### config.mk
export PLATFORM = sky130hd
export DESIGN_NAME = hbc_top
export DESIGN_NICKNAME = d
export VERILOG_FILES = /design/src/rtl/hbc_pkg.sv /design/src/rtl/hbc_regfile.sv /design/src/rtl/hbc_route.sv /design/src/rtl/hbc_top.sv
export SDC_FILE = /design/constraint.sdc
export NUM_CORES = 2
export LEC_CHECK = 0
export ABC_AREA = 0
export CAP_MARGIN = 20
export CORE_MARGIN = 3
export CORE_UTILIZATION = 50
export DETAILED_ROUTE_END_ITERATION = 12
export HOLD_SLACK_MARGIN = 0.02
export PLACE_DENSITY_LB_ADDON = 0.2
export SLEW_MARGIN = 20
export SYNTH_ARGS = -nofsm -noshare
export SYNTH_HDL_FRONTEND = slang
export SYNTH_SLANG_ARGS = --single-unit
### constraint.sdc
create_clock -name clk -period 8.45 [get_ports clk]
set_clock_uncertainty 0.2 [all_clocks]
set_input_delay 0.845 -clock clk [delete_from_list [all_inputs] [get_ports clk]]
set_output_delay 0.845 -clock clk [all_outputs]
set_load 0.005 [all_outputs]
### src/rtl/hbc_pkg.sv
package hbc_pkg;

    // Offsets whose position is decoded by the routing logic
    localparam logic [7:0] OFF_CACHE  = 8'h50;
    localparam logic [7:0] OFF_SH_EN  = 8'h54;
    localparam logic [7:0] OFF_SH_POL = 8'h55;
    localparam logic [7:0] OFF_MSK_A  = 8'h60;
    localparam logic [7:0] OFF_MSK_B  = 8'h61;

    // Last read-only identification offset
    localparam logic [7:0] LAST_RO    = 8'h03;

    typedef enum logic [1:0] {
        RD_EXT = 2'b00,
        RD_INT = 2'b01
    } rd_route_e;

    typedef enum logic [1:0] {
        WR_EXT   = 2'b00,
        WR_INT   = 2'b01,
        WR_BLOCK = 2'b10
    } wr_route_e;

    typedef struct packed {
        logic rd_internal;
        logic wr_protect;
    } shadow_pol_t;

    typedef struct packed {
        logic enable;
        logic writeback;
    } l2_ctl_t;

    function automatic logic [7:0] store_mask(input logic [7:0] off);
        case (off)
            OFF_SH_EN: store_mask = 8'hFE;
            OFF_MSK_A: store_mask = 8'h3F;
            OFF_MSK_B: store_mask = 8'h0F;
            default:   store_mask = 8'hFF;
        endcase
    endfunction

    function automatic logic [7:0] reset_value(input logic [7:0] off);
        case (off)
            8'h00:   reset_value = 8'h60;
            8'h01:   reset_value = 8'h10;
            8'h02:   reset_value = 8'h81;
            8'h03:   reset_value = 8'h88;
            8'h08:   reset_value = 8'h01;
            8'h0B:   reset_value = 8'h06;
            default: reset_value = 8'h00;
        endcase
    endfunction

    function automatic logic is_writable(input logic [7:0] off);
        is_writable = (off > LAST_RO);
    endfunction

endpackage

### src/rtl/hbc_regfile.sv
module hbc_regfile
    import hbc_pkg::*;
#(
    parameter int FUNC_W      = 3,
    parameter int NUM_OPT_WIN = 7
) (
    input  logic                   clk,
    input  logic                   rst,
    input  logic [FUNC_W-1:0]      cfg_func,
    input  logic [7:0]             cfg_addr,
    input  logic                   cfg_we,
    input  logic [7:0]             cfg_wdata,
    output logic [7:0]             cfg_rdata,
    output logic [NUM_OPT_WIN-1:0] opt_en,
    output shadow_pol_t            sh_pol,
    output l2_ctl_t                l2_ctl
);
    localparam int DEPTH = 256;

    logic [7:0] regs [DEPTH];
    logic       func_hit;
    logic       commit;

    assign func_hit = (cfg_func == '0);
    assign commit   = cfg_we && func_hit && is_writable(cfg_addr);

    always_ff @(posedge clk) begin
        if (rst) begin
            for (int i = 0; i < DEPTH; i++) begin
                regs[i] <= reset_value(8'(i));
            end
        end else if (commit) begin
            regs[cfg_addr] <= cfg_wdata & store_mask(cfg_addr);
        end
    end

    always_comb begin
        cfg_rdata = func_hit ? regs[cfg_addr] : 8'hFF;
    end

    assign opt_en             = regs[OFF_SH_EN][NUM_OPT_WIN:1];
    assign sh_pol.rd_internal = regs[OFF_SH_POL][7];
    assign sh_pol.wr_protect  = regs[OFF_SH_POL][6];
    assign l2_ctl.enable      = regs[OFF_CACHE][7];
    assign l2_ctl.writeback   = regs[OFF_CACHE][6];

endmodule

### src/rtl/hbc_route.sv
module hbc_route
    import hbc_pkg::*;
#(
    parameter int NUM_OPT_WIN = 7
) (
    input  logic [NUM_OPT_WIN-1:0]   opt_en,
    input  shadow_pol_t              sh_pol,
    output logic [2*NUM_OPT_WIN+1:0] win_rd_route,
    output logic [2*NUM_OPT_WIN+1:0] win_wr_route
);
    localparam int NWIN = NUM_OPT_WIN + 1;

    rd_route_e on_rd;
    wr_route_e on_wr;

    always_comb begin
        on_rd = sh_pol.rd_internal ? RD_INT : RD_EXT;
        on_wr = sh_pol.wr_protect  ? WR_BLOCK : WR_INT;
    end

    for (genvar w = 0; w < NWIN; w++) begin : g_win
        logic win_on;
        if (w == NWIN - 1) begin : g_bios
            assign win_on = 1'b1;
        end else begin : g_opt
            assign win_on = opt_en[w];
        end
        assign win_rd_route[2*w +: 2] = win_on ? on_rd : RD_EXT;
        assign win_wr_route[2*w +: 2] = win_on ? on_wr : WR_EXT;
    end

endmodule

### src/rtl/hbc_top.sv
module hbc_top
    import hbc_pkg::*;
#(
    parameter int FUNC_W      = 3,
    parameter int NUM_OPT_WIN = 7
) (
    input  logic                   clk,
    input  logic                   rst,
    input  logic [FUNC_W-1:0]      cfg_func,
    input  logic [7:0]             cfg_addr,
    input  logic                   cfg_we,
    input  logic [7:0]             cfg_wdata,
    output logic [7:0]             cfg_rdata,
    output logic                   l2_enable,
    output logic                   l2_writeback,
    output logic [2*NUM_OPT_WIN+1:0] win_rd_route,
    output logic [2*NUM_OPT_WIN+1:0] win_wr_route
);
    logic [NUM_OPT_WIN-1:0] opt_en;
    shadow_pol_t            sh_pol;
    l2_ctl_t                l2_ctl;

    hbc_regfile #(
        .FUNC_W      (FUNC_W),
        .NUM_OPT_WIN (NUM_OPT_WIN)
    ) u_regfile (
        .clk       (clk),
        .rst       (rst),
        .cfg_func  (cfg_func),
        .cfg_addr  (cfg_addr),
        .cfg_we    (cfg_we),
        .cfg_wdata (cfg_wdata),
        .cfg_rdata (cfg_rdata),
        .opt_en    (opt_en),
        .sh_pol    (sh_pol),
        .l2_ctl    (l2_ctl)
    );

    hbc_route #(
        .NUM_OPT_WIN (NUM_OPT_WIN)
    ) u_route (
        .opt_en       (opt_en),
        .sh_pol       (sh_pol),
        .win_rd_route (win_rd_route),
        .win_wr_route (win_wr_route)
    );

    assign l2_enable    = l2_ctl.enable;
    assign l2_writeback = l2_ctl.writeback;

endmodule

# == After elaboration in Yosys (flattened, before gate mapping) ==
# Memory sizes are Yosys's and may differ from the RTL's.
# Index checks and enable logic that the tools add are counted.
# classes
n_addsub,0
mul,0
div_mod_pow,0
order_cmp,1
n_eq_ne,3
n_shift,0
muxes,35
bitwise_logic,1
reduce_logical,4
# ops
op,count
8-bit two-way mux,12
2-bit two-way mux,15
8-bit by 7-bit == test with 1-bit output (second input constant),3
8-bit one-hot mux with 3 select lines,1
8-bit bitwise AND,1
8-bit by 2-bit > comparator with 1-bit output (second input constant),1
8-bit OR reduction,1
1-bit two-way mux,7
3-bit logical NOT,1
1-bit logical AND,2
# totals
regBits,0
latchBits,0
ram_bits,2048
rom_bits,0
inputBits,22
out_inout_bits,42
word_cells,45
n_memories,1
# memory_table
name,depth,word_bits,rd,rd_ports_with_merged_regs,wr,line_no,source
u_regfile.regs,256,8,4,0,256,hbc_regfile.sv:20,logic [7:0] regs [DEPTH];

# == Depth between registers and ports, before layout ==
# logic_depth
word_depth,8
ltp_mapped,12

# == Cells and area by module ==
# From an unflattened synthesis, not the netlist that was laid out.
# unflattened
hier_cells,6279
area_unflattened_um2,90065.1
# by_module_without_submodules
mod,n_inst,cells_each,area_per_inst_um2,seq_area_each_um2
hbc_regfile,1,6245,89833.7,61499.0
hbc_route,1,34,231.5,0.0

# == Worst setup path before layout ==
# OpenSTA, ideal clock, no wires.
# synth_timing
path_kind,input port to output port
from,in cfg_addr[1]
to,out cfg_rdata[5]
t_arrival_ns,3.055
t_required_ns,7.405
path_slack_ns,4.350
stages,9
n_path_buf,4
cell_sequence,buf_2 buf_6 buf_2 buf_1 mux4_2 mux4_2 a32oi_1 nand4_1 a311o_1
# synth_between
elab_chain_cells,2
# synth_lines
element,line_no,source
start: declaration,hbc_top.sv:10,"input logic [7:0] cfg_addr,"
memory read 256 x 8 bit,-,
8-bit two-way mux,hbc_regfile.sv:38,cfg_rdata = func_hit ? regs[cfg_addr] : 8'hFF;
end: declaration,hbc_top.sv:13,"output logic [7:0] cfg_rdata,"
# No other way between the ends.

# == Worst setup path in the final report ==
# layout_timing
from,in cfg_addr[5]
to,out cfg_rdata[1]
# The elaborated chain is that of the path after synthesis.

==> impl_metrics.ini <==
[floorplan]
row_count = 154
die_w_um = 430.0
start_util_pct = 50.66
die_h_um = 430.0
io_pins = 64
die-area_um2 = 184900
design.core.area_um2 = 177500

[global_route]
grt_pass1_wl_mm = 373.3
gr-usage-all-layers_pct = 27.67
grt_overflow_total = 0
grt_max_degree = 174
antenna_found_initial = 8
grt_pass1_vias = 52953

[logic_synthesis]
synthAdderAreaFrac_pct = 0
ys_async_sr_fraction_pct = 0
yosysUniqueCellTypes = 57
synth_top_family_by_area = multiplexers
synthFlopType = edfxtp_1
synth_simple_gate_area_share_pct = 12.89
synth_xor_area_share_pct = 0
synth-compound-area-share_pct = 1.621
avgSynthCellArea_um2 = 14.48
yosysWarnings = 0
synthCells = 6210
yosysSeqAreaShare_pct = 68.41
syn_area_um2 = 89900
synth_mux_area_share_pct = 14.45
synth-edff-count = 2048
ys_seq_elements = 2048

[drt]
post_drt_via_cell_ratio = 6.275
wl_mm = 257.2
drtIter0Drc = 7513
dr.pass1.iters = 5
ant_nets = 0
drc = 0
vias = 54298
routedWlPerCell_um = 29.72

[placed_design]
portBuffers = 55
dp.cells = 8268
globalplace.congestion = 0.8878
dp_worst_setup_slack_ns = 1.295
post-dp-hpwl_mm = 160.5

[clocking]
cts_root_buffer = clkbuf_16
cts_setup_buffers = 0
cts_tree = done
ctsResizeCount = 0
clk_path_buf_depth = 3
h-tree-depth = 4
cts-buffers-inserted = 209
clock_sinks = 2048
ctsHoldBuffers = 0
clk_pin_slew_ns = 0.06

[power]
sw_frac_of_total_pct = 23.35
p_int_w = 0.01743
comb_power_share_pct = 7.4
ir_drop_uv = 231.2
p_sw_w = 0.005310
power_density_nw_per_um2 = 229.0
power_leakage_nw = 33.29
sequentialPowerShare_pct = 52.0
clockPowerShare_pct = 40.5

[sta]
slew_headroom_pct = 15.75
rsz0062_at_grt = no
hold_viol_final = 0
worstMarginPinSlew_ns = 1.264
fmax_ghz = 0.1359
period_minus_slack_ns = 7.360
layout_setup_ws_ns = 1.090
finalSetupTns_ns = 0
finalCritPeriodShare_pct = 87.10
slew_viol_final = 0
setup_viol = 0

[critical_path]
worstSetupStartpointType = primary input
crit_slowest_cell = clkdlybuf4s50_1
crit_path_max_incr_delay_ns = 1.01
worst_ep_arrival_time_ns = 6.31
cp-end-kind = output pin
critical_path_buf_inv_count = 4
cp_max_fo = 19
crit_chain = clkdlybuf4s50_1, and2_1, buf_4, nand2b_1, o22ai_1, a211o_1, a211oi_1, a31oi_1, a211oi_1, buf_4, clkdlybuf4s50_1
path_delay_family = compound AO/OA/AOI/OAI gates
crit_type = in2out
required_ns = 7.40

[run_status]
status = finished, final reports clean

[cells_and_area]
final_nets = 6161
largest_reg_flops = 2048
final_cell_mix = edfxtp_1 (2048), nor2_1 (2047), mux4_2 (534), nand2_1 (359), nand2b_1 (263)
final_cells = 8653
regMostFlops = u_regfile.regs
syn_to_final_growth_pct = 10.45
post-route-util_pct = 55.95
drive_gt1_share_pct = 15.67
final_common_cell = edfxtp_1
reg.largest.list = u_regfile.regs x2048

[flow_run]
cap_violations = 0

[hold_path]
hold_path.class = in2reg
## per-layer routing
layer | track usage, % | vias to the layer above | part of all wire, %
met5 | 0 | - | 0.015
met4 | 12.12 | 6 | 4.9
met3 | 5.416 | 527 | 10
met2 | 42.75 | 3230 | 47
met1 | 38.60 | 27933 | 38
li1 | - | 22602 | -
## synthesized netlist by cell type (4+ instances only)
| library cell | instances | area, um^2 |
|---|---|---|
| a2111oi_0 | 7 | 61.31 |
| a211oi_1 | 19 | 142.6 |
| a21oi_1 | 22 | 110.1 |
| a221oi_1 | 7 | 61.31 |
| a22o_1 | 9 | 78.83 |
| a22oi_1 | 25 | 187.7 |
| a311o_1 | 5 | 50.05 |
| a31oi_1 | 8 | 50.05 |
| a32oi_1 | 8 | 70.07 |
| and2_1 | 18 | 112.6 |
| and3_1 | 5 | 31.28 |
| buf_1 | 19 | 71.32 |
| buf_2 | 195 | 975.9 |
| buf_4 | 37 | 277.8 |
| buf_6 | 16 | 180.2 |
| clkbuf_1 | 220 | 825.8 |
| edfxtp_1 | 2048 | 61500 |
| mux2i_1 | 95 | 950.9 |
| mux4_2 | 534 | 12030 |
| nand2_1 | 362 | 1359 |
| nand2b_1 | 263 | 1645 |
| nand3_1 | 40 | 200.2 |
| nand4_1 | 6 | 37.54 |
| nor2_1 | 2055 | 7714 |
| nor2b_1 | 20 | 125.1 |
| nor3_1 | 33 | 165.2 |
| nor3_2 | 6 | 60.06 |
| o21ai_0 | 15 | 75.07 |
| o21bai_1 | 4 | 30.03 |
| o221ai_1 | 6 | 52.55 |
| o22ai_1 | 63 | 394.1 |
## worst paths after layout
check	startpoint	end	slack, ns	cells past startpoint
worst max-delay path	cfg_addr[5]	cfg_rdata[1]	1.09	11
worst min-delay path	cfg_wdata[6]	u_regfile.regs[84][6]	0.65	2
## kinds of logic (layout without fill, tap and decap cells)
group	Yosys count	in the layout
simple gates	2827	2827
compound gates	209	209
other cells	2	50
buf+inv	494	549
flops	2048	2048
mux	630	630
## per-stage QoR
step	hold WS [ns]	cell area, um^2	total power, W
3_5_place_dp	1.489	92500	0.01372
4_1_cts	0.5999	99280	0.02281
2_1_floorplan	0.8679	90070	0.01303
6_report	0.6505	99300	0.02274
3_3_place_gp	1.487	92470	0.01369
5_1_grt	0.6423	99290	0.02330
## final cells by class
| class | instances | area [um^2] |
|---|---|---|
| multi-input cells | 3713 | 26370 |
| clock inverters | 135 | 1389 |
| fillers | 13965 | 78160 |
| diodes | 3 | 7.507 |
| repair buffers | 160 | 1659 |
| flip-flops and latches | 2048 | 61500 |
| clock buffers | 247 | 5394 |
| inverters | 7 | 53.80 |
| well taps | 2340 | 2928 |
## power groups by stage
stage | sequential (W) | combinational (W) | clock [W]
2_1_floorplan | 0.0119 | 0.00109 | 0
3_3_place_gp | 0.0120 | 0.00167 | 0
3_5_place_dp | 0.0120 | 0.00168 | 0
4_1_cts | 0.0118 | 0.00169 | 0.00930
5_1_grt | 0.0119 | 0.00176 | 0.00969
6_report | 0.0118 | 0.00169 | 0.00922
Power figures use the tool's default switching activity.
